==> config.mk <==
export PLATFORM = sky130hd
export DESIGN_NAME = spi_step_port
export DESIGN_NICKNAME = d
export VERILOG_FILES = /design/src/rtl/spi_step_pkg.sv /design/src/rtl/spi_step_clk.sv /design/src/rtl/spi_step_tx.sv /design/src/rtl/spi_step_rx.sv /design/src/rtl/spi_step_csdec.sv /design/src/rtl/spi_step_port.sv
export SDC_FILE = /design/constraint.sdc
export NUM_CORES = 1
export LEC_CHECK = 0
export BUFFER_PORTS_ARGS = -buffer_cell sky130_fd_sc_hd__buf_4
export CORE_MARGIN = 2
export CORE_UTILIZATION = 50
export DETAILED_ROUTE_END_ITERATION = 8
export PLACE_DENSITY = 0.74
export REMOVE_ABC_BUFFERS = 1
export SYNTH_ARGS = -nofsm -noshare
export SYNTH_HDL_FRONTEND = slang
export SYNTH_HIERARCHICAL = 1
export SYNTH_SLANG_ARGS = --single-unit
==> constraint.sdc <==
create_clock -name clk -period 2.5 [get_ports clk]
set_input_delay 0.625 -clock clk [delete_from_list [all_inputs] [get_ports clk]]
set_output_delay 0.625 -clock clk [all_outputs]
set_load 0.02 [all_outputs]
==> src/rtl/spi_step_pkg.sv <==
package spi_step_pkg;
  localparam int ADDR_W = 2;

  typedef enum logic [ADDR_W-1:0] {
    REG_DATA  = 2'd0,
    REG_SHIFT = 2'd1,
    REG_CTRL  = 2'd2,
    REG_RSVD  = 2'd3
  } reg_sel_e;
endpackage

==> src/rtl/spi_step_clk.sv <==
// Toggle flip-flop for the serial clock, stepped by bus writes.
module spi_step_clk (
  input  logic clk,
  input  logic rst,
  input  logic step,
  output logic sclk,
  output logic rise,
  output logic fall
);
  assign rise = step & ~sclk;
  assign fall = step & sclk;

  always_ff @(posedge clk) begin
    if (rst)       sclk <= 1'b0;
    else if (step) sclk <= ~sclk;
  end
endmodule

==> src/rtl/spi_step_tx.sv <==
// Parallel-in, serial-out transmit register, MSB first.
module spi_step_tx #(
  parameter int W = 8
) (
  input  logic         clk,
  input  logic         rst,
  input  logic         load,
  input  logic [W-1:0] load_val,
  input  logic         shift,
  output logic         mosi
);
  logic [W-1:0] q;

  always_ff @(posedge clk) begin
    if (rst)        q <= '0;
    else if (load)  q <= load_val;
    else if (shift) q <= {q[W-2:0], 1'b0};
  end

  assign mosi = q[W-1];
endmodule

==> src/rtl/spi_step_rx.sv <==
// Serial-in, parallel-out receive register.
module spi_step_rx #(
  parameter int W = 8
) (
  input  logic         clk,
  input  logic         rst,
  input  logic         sample,
  input  logic         din,
  output logic [W-1:0] q
);
  always_ff @(posedge clk) begin
    if (rst)         q <= '0;
    else if (sample) q <= {q[W-2:0], din};
  end
endmodule

==> src/rtl/spi_step_csdec.sv <==
// Registered one-hot active-low decoder, gated by an enable.
module spi_step_csdec #(
  parameter int SEL_W = 3,
  localparam int NCS  = 1 << SEL_W
) (
  input  logic             clk,
  input  logic             rst,
  input  logic             upd,
  input  logic             en,
  input  logic [SEL_W-1:0] sel,
  output logic [NCS-1:0]   cs_n
);
  for (genvar i = 0; i < NCS; i++) begin : g_cs
    always_ff @(posedge clk) begin
      if (rst)      cs_n[i] <= 1'b1;
      else if (upd) cs_n[i] <= ~(en && (sel == SEL_W'(i)));
    end
  end
endmodule

==> src/rtl/spi_step_port.sv <==
module spi_step_port
  import spi_step_pkg::*;
#(
  parameter int DATA_W = 8,
  parameter int SEL_W  = 3,
  localparam int NCS   = 1 << SEL_W
) (
  input  logic              clk,
  input  logic              rst,
  input  logic [ADDR_W-1:0] bus_addr,
  input  logic              bus_wr,
  input  logic              bus_rd,
  input  logic [DATA_W-1:0] bus_wdata,
  output logic [DATA_W-1:0] bus_rdata,
  output logic              sclk,
  output logic              mosi,
  input  logic              miso,
  output logic [NCS-1:0]    cs_n
);
  logic wr_data, wr_shift, wr_ctrl;
  logic rise, fall;
  logic [DATA_W-1:0] rx_q;
  logic [SEL_W-1:0]  sel_q;
  logic              en_q;
  logic [DATA_W-1:0] ctrl_rb;

  assign wr_data  = bus_wr && (bus_addr == REG_DATA);
  assign wr_shift = bus_wr && (bus_addr == REG_SHIFT);
  assign wr_ctrl  = bus_wr && (bus_addr == REG_CTRL);

  spi_step_clk u_clk (
    .clk (clk), .rst (rst), .step (wr_shift),
    .sclk(sclk), .rise(rise), .fall(fall)
  );

  spi_step_tx #(.W(DATA_W)) u_tx (
    .clk(clk), .rst(rst), .load(wr_data), .load_val(bus_wdata),
    .shift(fall), .mosi(mosi)
  );

  spi_step_rx #(.W(DATA_W)) u_rx (
    .clk(clk), .rst(rst), .sample(rise), .din(miso), .q(rx_q)
  );

  always_ff @(posedge clk) begin
    if (rst) begin
      sel_q <= '0;
      en_q  <= 1'b0;
    end else if (wr_ctrl) begin
      sel_q <= bus_wdata[SEL_W-1:0];
      en_q  <= bus_wdata[SEL_W];
    end
  end

  spi_step_csdec #(.SEL_W(SEL_W)) u_cs (
    .clk(clk), .rst(rst), .upd(wr_ctrl),
    .en(bus_wdata[SEL_W]), .sel(bus_wdata[SEL_W-1:0]), .cs_n(cs_n)
  );

  assign ctrl_rb = DATA_W'({en_q, sel_q});

  always_ff @(posedge clk) begin
    if (rst) bus_rdata <= '0;
    else if (bus_rd) begin
      case (bus_addr)
        REG_DATA: bus_rdata <= rx_q;
        REG_CTRL: bus_rdata <= ctrl_rb;
        default:  bus_rdata <= '0;
      endcase
    end
  end
endmodule

Word-level counts from Yosys, hierarchy flattened
Cells that the tools add are included.

Bitwise logic cells: 11. Muxes and demuxes: 3. Equal/unequal tests: 9. Reductions and logical operators: 14.

Operator list (count): 8-bit 2-to-1 mux (2); 8-bit one-hot mux with 2 select lines (1); 3-bit equality test, second input constant (4); 1-bit logical AND (11); 1-bit inverter (9); 3-bit by 2-bit equality test with 1-bit output, second input constant (2); 3-bit by 1-bit equality test with 1-bit output, second input constant (1); 3-bit logical NOT (1); 1-bit bitwise AND (2); 2-bit by 1-bit equality test with 1-bit output, second input constant (1); 2-bit equality test, second input constant (1); 2-bit logical NOT (1); 2-bit nonzero test (1).

Flip-flop bits (word level): 37. Output and inout bits: 18. Logic and storage cells: 51.

Longest topological paths before layout
Gate-level depths: netlist of run 1.

Depth in word-level cells: 5. Mapped depth: 6. Depth with buffers taken out: 5.

Modules after synthesis
Netlist of run 1, hierarchy kept.

Modules (own cells, without submodules): spi_step_port (cells an instance 53, area an instance 558.0 µm², seq. area each 240.2 µm², times used 1); spi_step_tx (cells an instance 35, area an instance 369.1 µm², seq. area each 160.2 µm², times used 1); spi_step_csdec (cells an instance 25, area an instance 286.5 µm², seq. area each 160.2 µm², times used 1); spi_step_rx (cells an instance 26, area an instance 285.3 µm², seq. area each 160.2 µm², times used 1); spi_step_clk (cells an instance 5, area an instance 48.8 µm², seq. area each 20.0 µm², times used 1).

Worst setup path before layout of run 1
OpenSTA, ideal clock, no wires.

Path kind: in2reg. From: input bus_addr[1]. To: register u_tx.q[1]. Arrival time: 1.710 ns. Data required time: 2.414 ns. Path buffers: 1. Stages: 4. Path slack: 0.704 ns. Cells stage by stage: buf_2 > nor3b_1 > inv_1 > a211oi_1.

Elaborated cells between the ends (all ways): 7. Classes of those cells: eq/ne (1); mux (1); bitwise (1); reduce/logical (4).

RTL lines: start, declared (RTL line spi_step_port.sv:10) `input logic [ADDR_W-1:0] bus_addr,`; 2-bit logical NOT (*) (RTL line spi_step_port.sv:27) `assign wr_data = bus_wr && (bus_addr == REG_DATA);`; 1-bit logical AND (*) (RTL line spi_step_port.sv:27); net wr_data (RTL line spi_step_port.sv:20) `logic wr_data, wr_shift, wr_ctrl;`; 8-bit 2-to-1 mux / 2-bit nonzero test (equally long branches); end signal, assigned (RTL line spi_step_tx.sv:16) `else if (load) q <= load_val;`; end signal, assigned (RTL line spi_step_tx.sv:17) `else if (shift) q <= {q[W-2:0], 1'b0};`; end, declared (RTL line spi_step_tx.sv:12) `logic [W-1:0] q;`.

Mark *: on every way through the listed nets, which the timed path passes. The rest lies on a longest branch. A chain may end at the register's enable or synchronous reset.

Worst setup path in the final report of run 1
From: input bus_addr[0]. To: register u_cs.cs_n[6].

Longest elaborated chain between the ends: 2.

RTL lines: 2-bit equality test (RTL line spi_step_port.sv:29) `assign wr_ctrl = bus_wr && (bus_addr == REG_CTRL);`; 1-bit logical AND (RTL line spi_step_port.sv:29); end signal, assigned by index (RTL line spi_step_csdec.sv:16) `else if (upd) cs_n[i] <= ~(en && (sel == SEL_W'(i)));`; end, declared (RTL line spi_step_csdec.sv:11) `output logic [NCS-1:0] cs_n`.

No other way between the ends.

==> results of run 1 <==
==> routing by layer <==
layer | vias to the layer above | track usage [%] | part of all wire (%)
li1 | 585 | - | -
met1 | 557 | 22.9 | 44
met2 | 29 | 32.5 | 50
met3 | 5 | 7.86 | 5.2
met4 | 0 | 7.62 | 1.4
met5 | - | 0 | 0
==> area by class of cell <==
cell class                      instances  area share (%)
Clock buffer                            6            2.25
Clock inverter                          2           0.545
Inverter                                3           0.613
Multi-Input combinational cell         97            40.6
Sequential cell                        37            40.3
Tap cell                               33            2.25
Timing Repair Buffer                   33            13.5
==> state kept, by name, indices dropped and copies added (netlist names) <==
register	count
u_clk/sclk	1
en_q	1
bus_rdata	8
u_cs/cs_n	8
u_rx/q	8
u_tx/q	8
sel_q	3
==> worst min path at each step <==
stage | end | from | cells after the start | slack [ps]
floorplan | en_q | en_q | 2 | 450
global placement | bus_rdata[3] | bus_rdata[3] | 1 | 450
detailed placement | bus_rdata[2] | bus_rdata[2] | 1 | 450
CTS | bus_rdata[2] | bus_rdata[2] | 1 | 480
global route | bus_rdata[2] | bus_rdata[2] | 1 | 500
finish | bus_rdata[0] | bus_rdata[0] | 1 | 470
==> synthesized netlist by cell type, types with 2 or more instances <==
cell,count
nand2b_1,8
buf_2,2
nand2b_2,4
nor2b_1,7
o32a_1,4
nand2_1,2
a211oi_1,7
mux2i_1,23
a31oi_1,4
o2bb2ai_1,4
nor3_1,4
inv_1,3
dfxtp_1,37
nand4bb_1,4
nor2_1,11
a21oi_1,5
buf_6,2
==> power by group <==
group,leakage (uW),switching (uW),internal [uW]
Clock,0.0000320,185,107
Combinational,0.000363,48.0,45.9
Sequential,0.000300,7.09,601
==> cell families (layout without fill, tap and decap cells) <==
kind of cell	Yosys count	count (layout)	share of synthesized area, %
and+or+nand+nor	49	49	21.3
AOI/OAI and AO/OA	24	24	11.5
xor gates and xnor gates	1	1	0.566
muxes	23	23	14.9
buffers and inverters	10	44	3.96
DFF	37	37	47.9
==> critical path: stages <==
cell      delay (ps)
buf_4            130
and3b_1          500
nand4b_2         210
o32a_1           330
==> through the flow <==
| stage | instance area [um2] | worst slack (ps) |
|---|---|---|
| finish | 1840 | 918 |
| global route | 1840 | 876 |
| CTS | 1840 | 921 |
| detailed placement | 1790 | 556 |
| global placement | 1790 | 632 |
| floorplan | 1500 | 866 |
==> impl_metrics.yaml, run 1 <==
clocking:
  htreeDepth: 2
  post_cts_resized: 0
  cts_tree: "done"
  post_cts_buffers: 0
  clock-sinks: 37
  clockBufferDepth: 2
  numCtsBuffers: 5
  clk_latency_ps: 330
  clk_pin_slew_ps: 100
  cts_hold_buf: 0
  cts_root_buf: "clkbuf_4"
grt:
  grt_pass1_wl_um: 5180
  globalRouteTotalUtil_pct: 19.7
  grt-ovfl-total: 0
  grt_max_degree: 39
  antenna_found_initial: 0
  grt_pass1_vias: 1147
final_layout:
  syn2layout_area_growth_pct: 18.8
  regArea_um2: 741
  layout_commonest_cell: "dfxtp_1"
  n_fill_cell: 280
  mostFrequentLayoutCells: "dfxtp_1, buf_4, mux2i_1, nor2_1, nand2b_1"
  nNetsFinal: 192
  layout-drive-gt1-share_pct: 28.1
  stdcell_count: 211
  diodes: 0
  final_util_pct: 61.2
  multi_input_area_um2: 746
sta:
  min_period_ps: 1580
  max_freq_ghz: 0.632
  fin_tns_setup_ps: 0
  tightest_slew_ps: 461
  finalClockSkew_ps: 2.78
  hold_viol_final: 0
  fin_hold_ws_ps: 475
  fin_crit_sh_pct: 63.3
  report.final.setup_viol: 0
  maxSlewHeadroom_pct: 69.3
  slew_viol_final: 0
  rsz0062_at_grt: "false"
setup_path:
  crit_required_ps: 2730
  crit_start: "bus_addr[0]"
  crit_end: "u_cs/cs_n[6]"
  worstPathArrival_ps: 1810
  critical_path_class: "primary input to register"
  critPathLaunchType: "primary input"
  crit_fanout: 11
  reg2reg_to: "u_tx/q[0]"
  reg2reg_setup_slack_ps: 1300
  rr_worst_depth: 3
  crit_path_end_kind: "register"
  r2r_start: "u_clk/sclk"
synthesis:
  syn_area_per_cell_um2: 10.7
  synth_area_um2: 1550
  synth-seq-area-share_pct: 47.9
  yosys-top-cells-area: "dfxtp_1, mux2i_1, a211oi_1"
  synth-async-reset-ratio_pct: 0
  synthCells: 144
  synth_top_cell_by_area: "dfxtp_1"
  ys_warn_count: 6
  synthFlopType: "dfxtp_1"
  ys_types: 30
  yosysTopAreaCellShare_pct: 47.9
  synth_edf_count: 0
  synth_seq_cells: 37
routing:
  drt-vias-per-instance: 5.57
  ant_nets: 0
  wl_per_cell_um: 14.8
  drtPass1Iterations: 4
  vias: 1176
  drc_errors: 0
  detail_route.iter0.violations: 30
  routed_wl_um: 3120
status:
  outcome: "finished, final reports clean"
die:
  coreArea_um2: 3000
  core.rowCount: 20
  die-area_um2: 3560
  die_w_um: 59.6
  fp.dieH_um: 59.6
  ioPinCount: 33
  start_util_pct: 51.5
power:
  p_leak_uw: 0.000695
  p_per_area_nw_per_um2: 541
  peakVddDrop_v: 0.000310
  p_total_uw: 994
run:
  maxCapViolCount: 0
placed_design:
  place_hpwl_um: 2230
  placed_cells: 203
  gp_congestion: 0.735
  port-buffer-count: 32
hold_path:
  hold_path.class: "register to register"
Note: power is estimated with default switching activity, not from simulation.
==> run 2, diff against run 1 <==
Clock period 2.5 ns to 1.63 ns, I/O delays scaled along.
==> run 2 against run 1 <==
Net effect: first-iteration DRC count rose by 50%; sequential cell count did not move; largest cell class unchanged; routed wire length fell by 5.0%; total power rose by 56%; final area rose by 1.4%; clock skew rose by 2.1 ps; count of clock-buffer cells in the layout rose by 1; combinational power rose by 59%.
==> impl_metrics.yaml, run 2 (same netlist as run 1, synthesis figures left out) <==
sta:
  rsz0062_at_grt: "false"
  hold_viol_final: 0
  slew_viol_final: 0
  fin_tns_setup_ps: 0
  report.final.setup_viol: 0
  timing.final.ws_setup_ps: 350
  fin_crit_sh_pct: 78.5
  tightest_slew_ps: 265
  maxSlewHeadroom_pct: 82.3
  finalClockSkew_ps: 4.85
  min_period_ps: 1280
  max_freq_ghz: 0.781
routing:
  ant_nets: 0
  wl_per_cell_um: 13.9
  vias: 1185
  drc_errors: 0
  drtPass1Iterations: 4
  wl_met2_um: 1520
  routed_wl_um: 2960
  met3_length_um: 166
  met1Wirelength_um: 1260
  drt-vias-per-instance: 5.56
  routed.top_layer: "met4"
  detail_route.iter0.violations: 45
die:
  ioPinCount: 33
  fp.dieH_um: 59.6
  die_w_um: 59.6
  start_util_pct: 51.5
  die-area_um2: 3560
  coreArea_um2: 3000
  core.rowCount: 20
power:
  p_total_uw: 1550
  p_per_area_nw_per_um2: 833
  p_leak_uw: 0.000710
  peakVddDrop_v: 0.000457
setup_path:
  crit_cells: 1
  r2r_start: "u_clk/sclk"
  crit_start: "u_clk/sclk"
  reg2reg_to: "u_tx/q[0]"
  crit_path_end_kind: "output port"
  crit_required_ps: 1220
  crit_buf_inv: 1
  cpMaxStageDelayCell: "dfxtp_1"
  critical_path_class: "register to output port"
  cp_top_family: "flip-flops"
  max_stage_delay_ps: 390
  crit_fanout: 4
  crit_chain: "buf_4"
  reg2reg_setup_slack_ps: 450
  rr_worst_depth: 3
  critPathLaunchType: "register"
  crit_end: "sclk"
  worstPathArrival_ps: 870
hold_path:
  hold_path.class: "primary input to register"
final_layout:
  diodes: 0
  syn2layout_area_growth_pct: 20.5
  n_fill_cell: 265
  final_util_pct: 62.1
  nNetsFinal: 195
  multi_input_area_um2: 746
  final_area_um2: 1860
  layout-drive-gt1-share_pct: 28.9
  mostFrequentLayoutCells: "dfxtp_1, buf_4, mux2i_1, nor2_1, nand2b_1"
  regArea_um2: 741
  layout_commonest_cell: "dfxtp_1"
grt:
  grt-ovfl-total: 0
  globalRouteTotalUtil_pct: 18.7
  grt_max_degree: 30
  grt_pass1_wl_um: 4800
  antenna_found_initial: 0
  grt_pass1_vias: 1126
clocking:
  clk_latency_ps: 330
  numCtsBuffers: 5
  post_cts_buffers: 0
  cts_root_buf: "clkbuf_4"
  htreeDepth: 2
  post_cts_resized: 0
  clk_pin_slew_ps: 100
  cts_hold_buf: 0
  clockBufferDepth: 2
  clock-sinks: 37
  cts_tree: "done"
run:
  maxCapViolCount: 0
placed_design:
  place_hpwl_um: 2190
  gp_congestion: 0.793
  placed_area_um2: 1810
  port-buffer-count: 32
  pre_cts_slack_ps: 105
status:
  outcome: "finished, final reports clean"
[run 2: how the worst min path moves through the flow]
stage	cells past startpoint	end	startpoint	slack (ps)
after CTS	2	u_cs/cs_n[3]	bus_wdata[1]	300
after floorplan	2	en_q	en_q	450
after global placement	1	bus_rdata[3]	bus_rdata[3]	450
after detailed placement	1	bus_rdata[3]	bus_rdata[3]	450
final	3	u_rx/q[0]	miso	330
after global routing	3	u_rx/q[0]	miso	300
[run 2: metal layers]
layer	up-vias	global-route usage, %
met3	2	8.95
met5	-	0
met4	0	6.67
met1	562	19.9
li1	588	-
met2	33	32.2
[run 2: area by class of cell]
| class | count | area share, % |
|---|---|---|
| multi-input cells | 97 | 40.0 |
| flip-flops and latches | 37 | 39.7 |
| repair buffers | 36 | 14.5 |
| clock buffers | 7 | 2.95 |
| well taps | 33 | 2.21 |
| inverters | 3 | 0.604 |
[run 2: metrics by stage]
step	cells	hold WS [ps]
2_1_floorplan	137	448
3_3_place_gp	206	449
3_5_place_dp	206	453
4_1_cts	213	303
5_1_grt	213	298
6_report	213	330
[run 2: report_power, final]
part	leakage [uW]	switching (uW)	internal [uW]	total [uW]
clock network	0.0000314	269	204	472
registers	0.000300	10.6	921	932
logic	0.000378	74.4	74.1	149
total	0.000710	354	1200	1550
==> run 3, diff against run 2 <==
Settings changed: ABC_AREA from default to 1, PLACE_DENSITY 0.74 to 0.73.
Clock period 1.63 ns to 1.2 ns, I/O delays scaled along.
==> run 3 against run 2 <==
Net effect: clock skew decreased by 1.1 ps; non-clock buffer count increased by 8; die area increased by 11%; routed wire length increased by 13%; critical endpoint is now cs_n[4].
==> impl_metrics.yaml, run 3 <==
status:
  outcome: "finished, final reports clean"
sta:
  max_freq_ghz: 0.874
  slew_viol_final: 0
  tightest_slew_ps: 230
  rsz0062_at_grt: "false"
  timing.final.ws_setup_ps: 56.1
  finalClockSkew_ps: 3.70
  fin_tns_setup_ps: 0
  maxSlewHeadroom_pct: 84.7
  min_period_ps: 1140
  hold_viol_final: 0
  report.final.setup_viol: 0
  fin_crit_sh_pct: 95.3
setup_path:
  max_stage_delay_ps: 360
  crit_chain: "buf_4"
  crit_fanout: 2
  crit_buf_inv: 1
  crit_path_end_kind: "output port"
  critPathLaunchType: "register"
  crit_required_ps: 900
  cp_top_family: "flip-flops"
  critical_path_class: "register to output port"
  worstPathArrival_ps: 840
  cpMaxStageDelayCell: "dfxtp_1"
placed_design:
  port-buffer-count: 32
  placed_cells: 337
  place_hpwl_um: 2360
  gp_congestion: 0.812
  pre_cts_slack_ps: -222
final_layout:
  mostFrequentLayoutCells: "nand2_1, buf_4, nor2_1, inv_1, dfxtp_1"
  stdcell_count: 344
  nNetsFinal: 313
  n_fill_cell: 331
  diodes: 0
  layout_commonest_cell: "nand2_1"
  syn2layout_area_growth_pct: 22.8
  layout-drive-gt1-share_pct: 25.5
grt:
  grt_pass1_wl_um: 5990
  antenna_found_initial: 0
  grt_pass1_vias: 1475
  globalRouteTotalUtil_pct: 19.1
  grt-ovfl-total: 0
  grt_max_degree: 17
routing:
  drtPass1Iterations: 4
  wl_per_cell_um: 9.70
  vias: 1558
  ant_nets: 0
  drt-vias-per-instance: 4.53
  detail_route.iter0.violations: 100
  drc_errors: 0
  routed_wl_um: 3340
clocking:
  clockBufferDepth: 2
  cts_root_buf: "clkbuf_4"
  clk_latency_ps: 340
  numCtsBuffers: 5
  clock-sinks: 37
  clk_pin_slew_ps: 100
  cts_tree: "done"
  htreeDepth: 2
synthesis:
  ys_warn_count: 6
  synth-async-reset-ratio_pct: 0
  syn_area_per_cell_um2: 6.78
  synth_top_cell_by_area: "dfxtp_1"
  netlist_top_cells_count: "nand2_1, dfxtp_1, nor2_1, inv_1, nand3_1"
  yosysTopAreaCellShare_pct: 42.8
  synth_most_common_cell: "nand2_1"
  synth_edf_count: 0
  synthCells: 255
  ys_types: 18
  synth_seq_cells: 37
  synthFlopType: "dfxtp_1"
  synth-seq-area-share_pct: 42.8
  yosys-top-cells-area: "dfxtp_1, nand2_1, nor2_1"
  synth_area_um2: 1730
power:
  peakVddDrop_v: 0.000694
  p_leak_uw: 0.00105
  p_per_area_nw_per_um2: 1120
  p_total_uw: 2370
die:
  die_w_um: 62.8
  core.rowCount: 21
  ioPinCount: 33
  fp.dieH_um: 62.8
  die-area_um2: 3940
  start_util_pct: 51.8
  coreArea_um2: 3340
hold_path:
  hold_path.class: "primary input to register"
run:
  maxCapViolCount: 0
## run 3: timing repair
item                       CTS  global route
resized for setup            0             6
hold buffers                 0             0
setup endpoints to repair    0             7
setup buffers                0             0
## run 3: logic make-up after synthesis
kind of cell	count (synthesis)	synth area share (%)
AOI/OAI and AO/OA	20	7.53
buffers and inverters	47	12.8
DFF	37	42.8
and+or+nand+nor	151	36.8
## run 3: worst paths after layout
check                from           end  slack [ps]  cells past startpoint
max          u_cs/cs_n[4]       cs_n[4]          60                      1
min          bus_wdata[3]          en_q         220                      3
max reg2reg    u_clk/sclk     u_tx/q[2]         170                      8
min reg2reg  u_cs/cs_n[7]  u_cs/cs_n[7]         470                      2
## run 3: power by group
part | switching, uW | internal [uW]
clock | 389 | 277
sequential | 34.7 | 1290
combinational | 219 | 165
total | 643 | 1730
## run 3: routing by layer
layer,vias to the layer above,global-route usage (%),share of wire [%]
met1,675,22.9,49
met4,0,10.6,1.9
met2,26,31.2,45
met3,5,4.68,4.3
met5,-,0,0
li1,852,-,-
## run 3: through the flow
step	hold WS [ps]	cell area, um2	util [%]
2_1_floorplan	369	1660	-
3_3_place_gp	458	2060	61.6
3_5_place_dp	459	2060	61.6
4_1_cts	205	2110	63.3
5_1_grt	205	2120	63.6
6_report	223	2120	63.6
## run 3: layout make-up
class / instances / area [um2] / share of cell area [%]
Clock buffer: 7 / 55.1 / 2.59
Inverter: 39 / 149 / 7.01
Multi-Input combinational cell: 171 / 772 / 36.4
Sequential cell: 37 / 747 / 35.2
Tap cell: 46 / 57.6 / 2.71
Timing Repair Buffer: 44 / 343 / 16.1
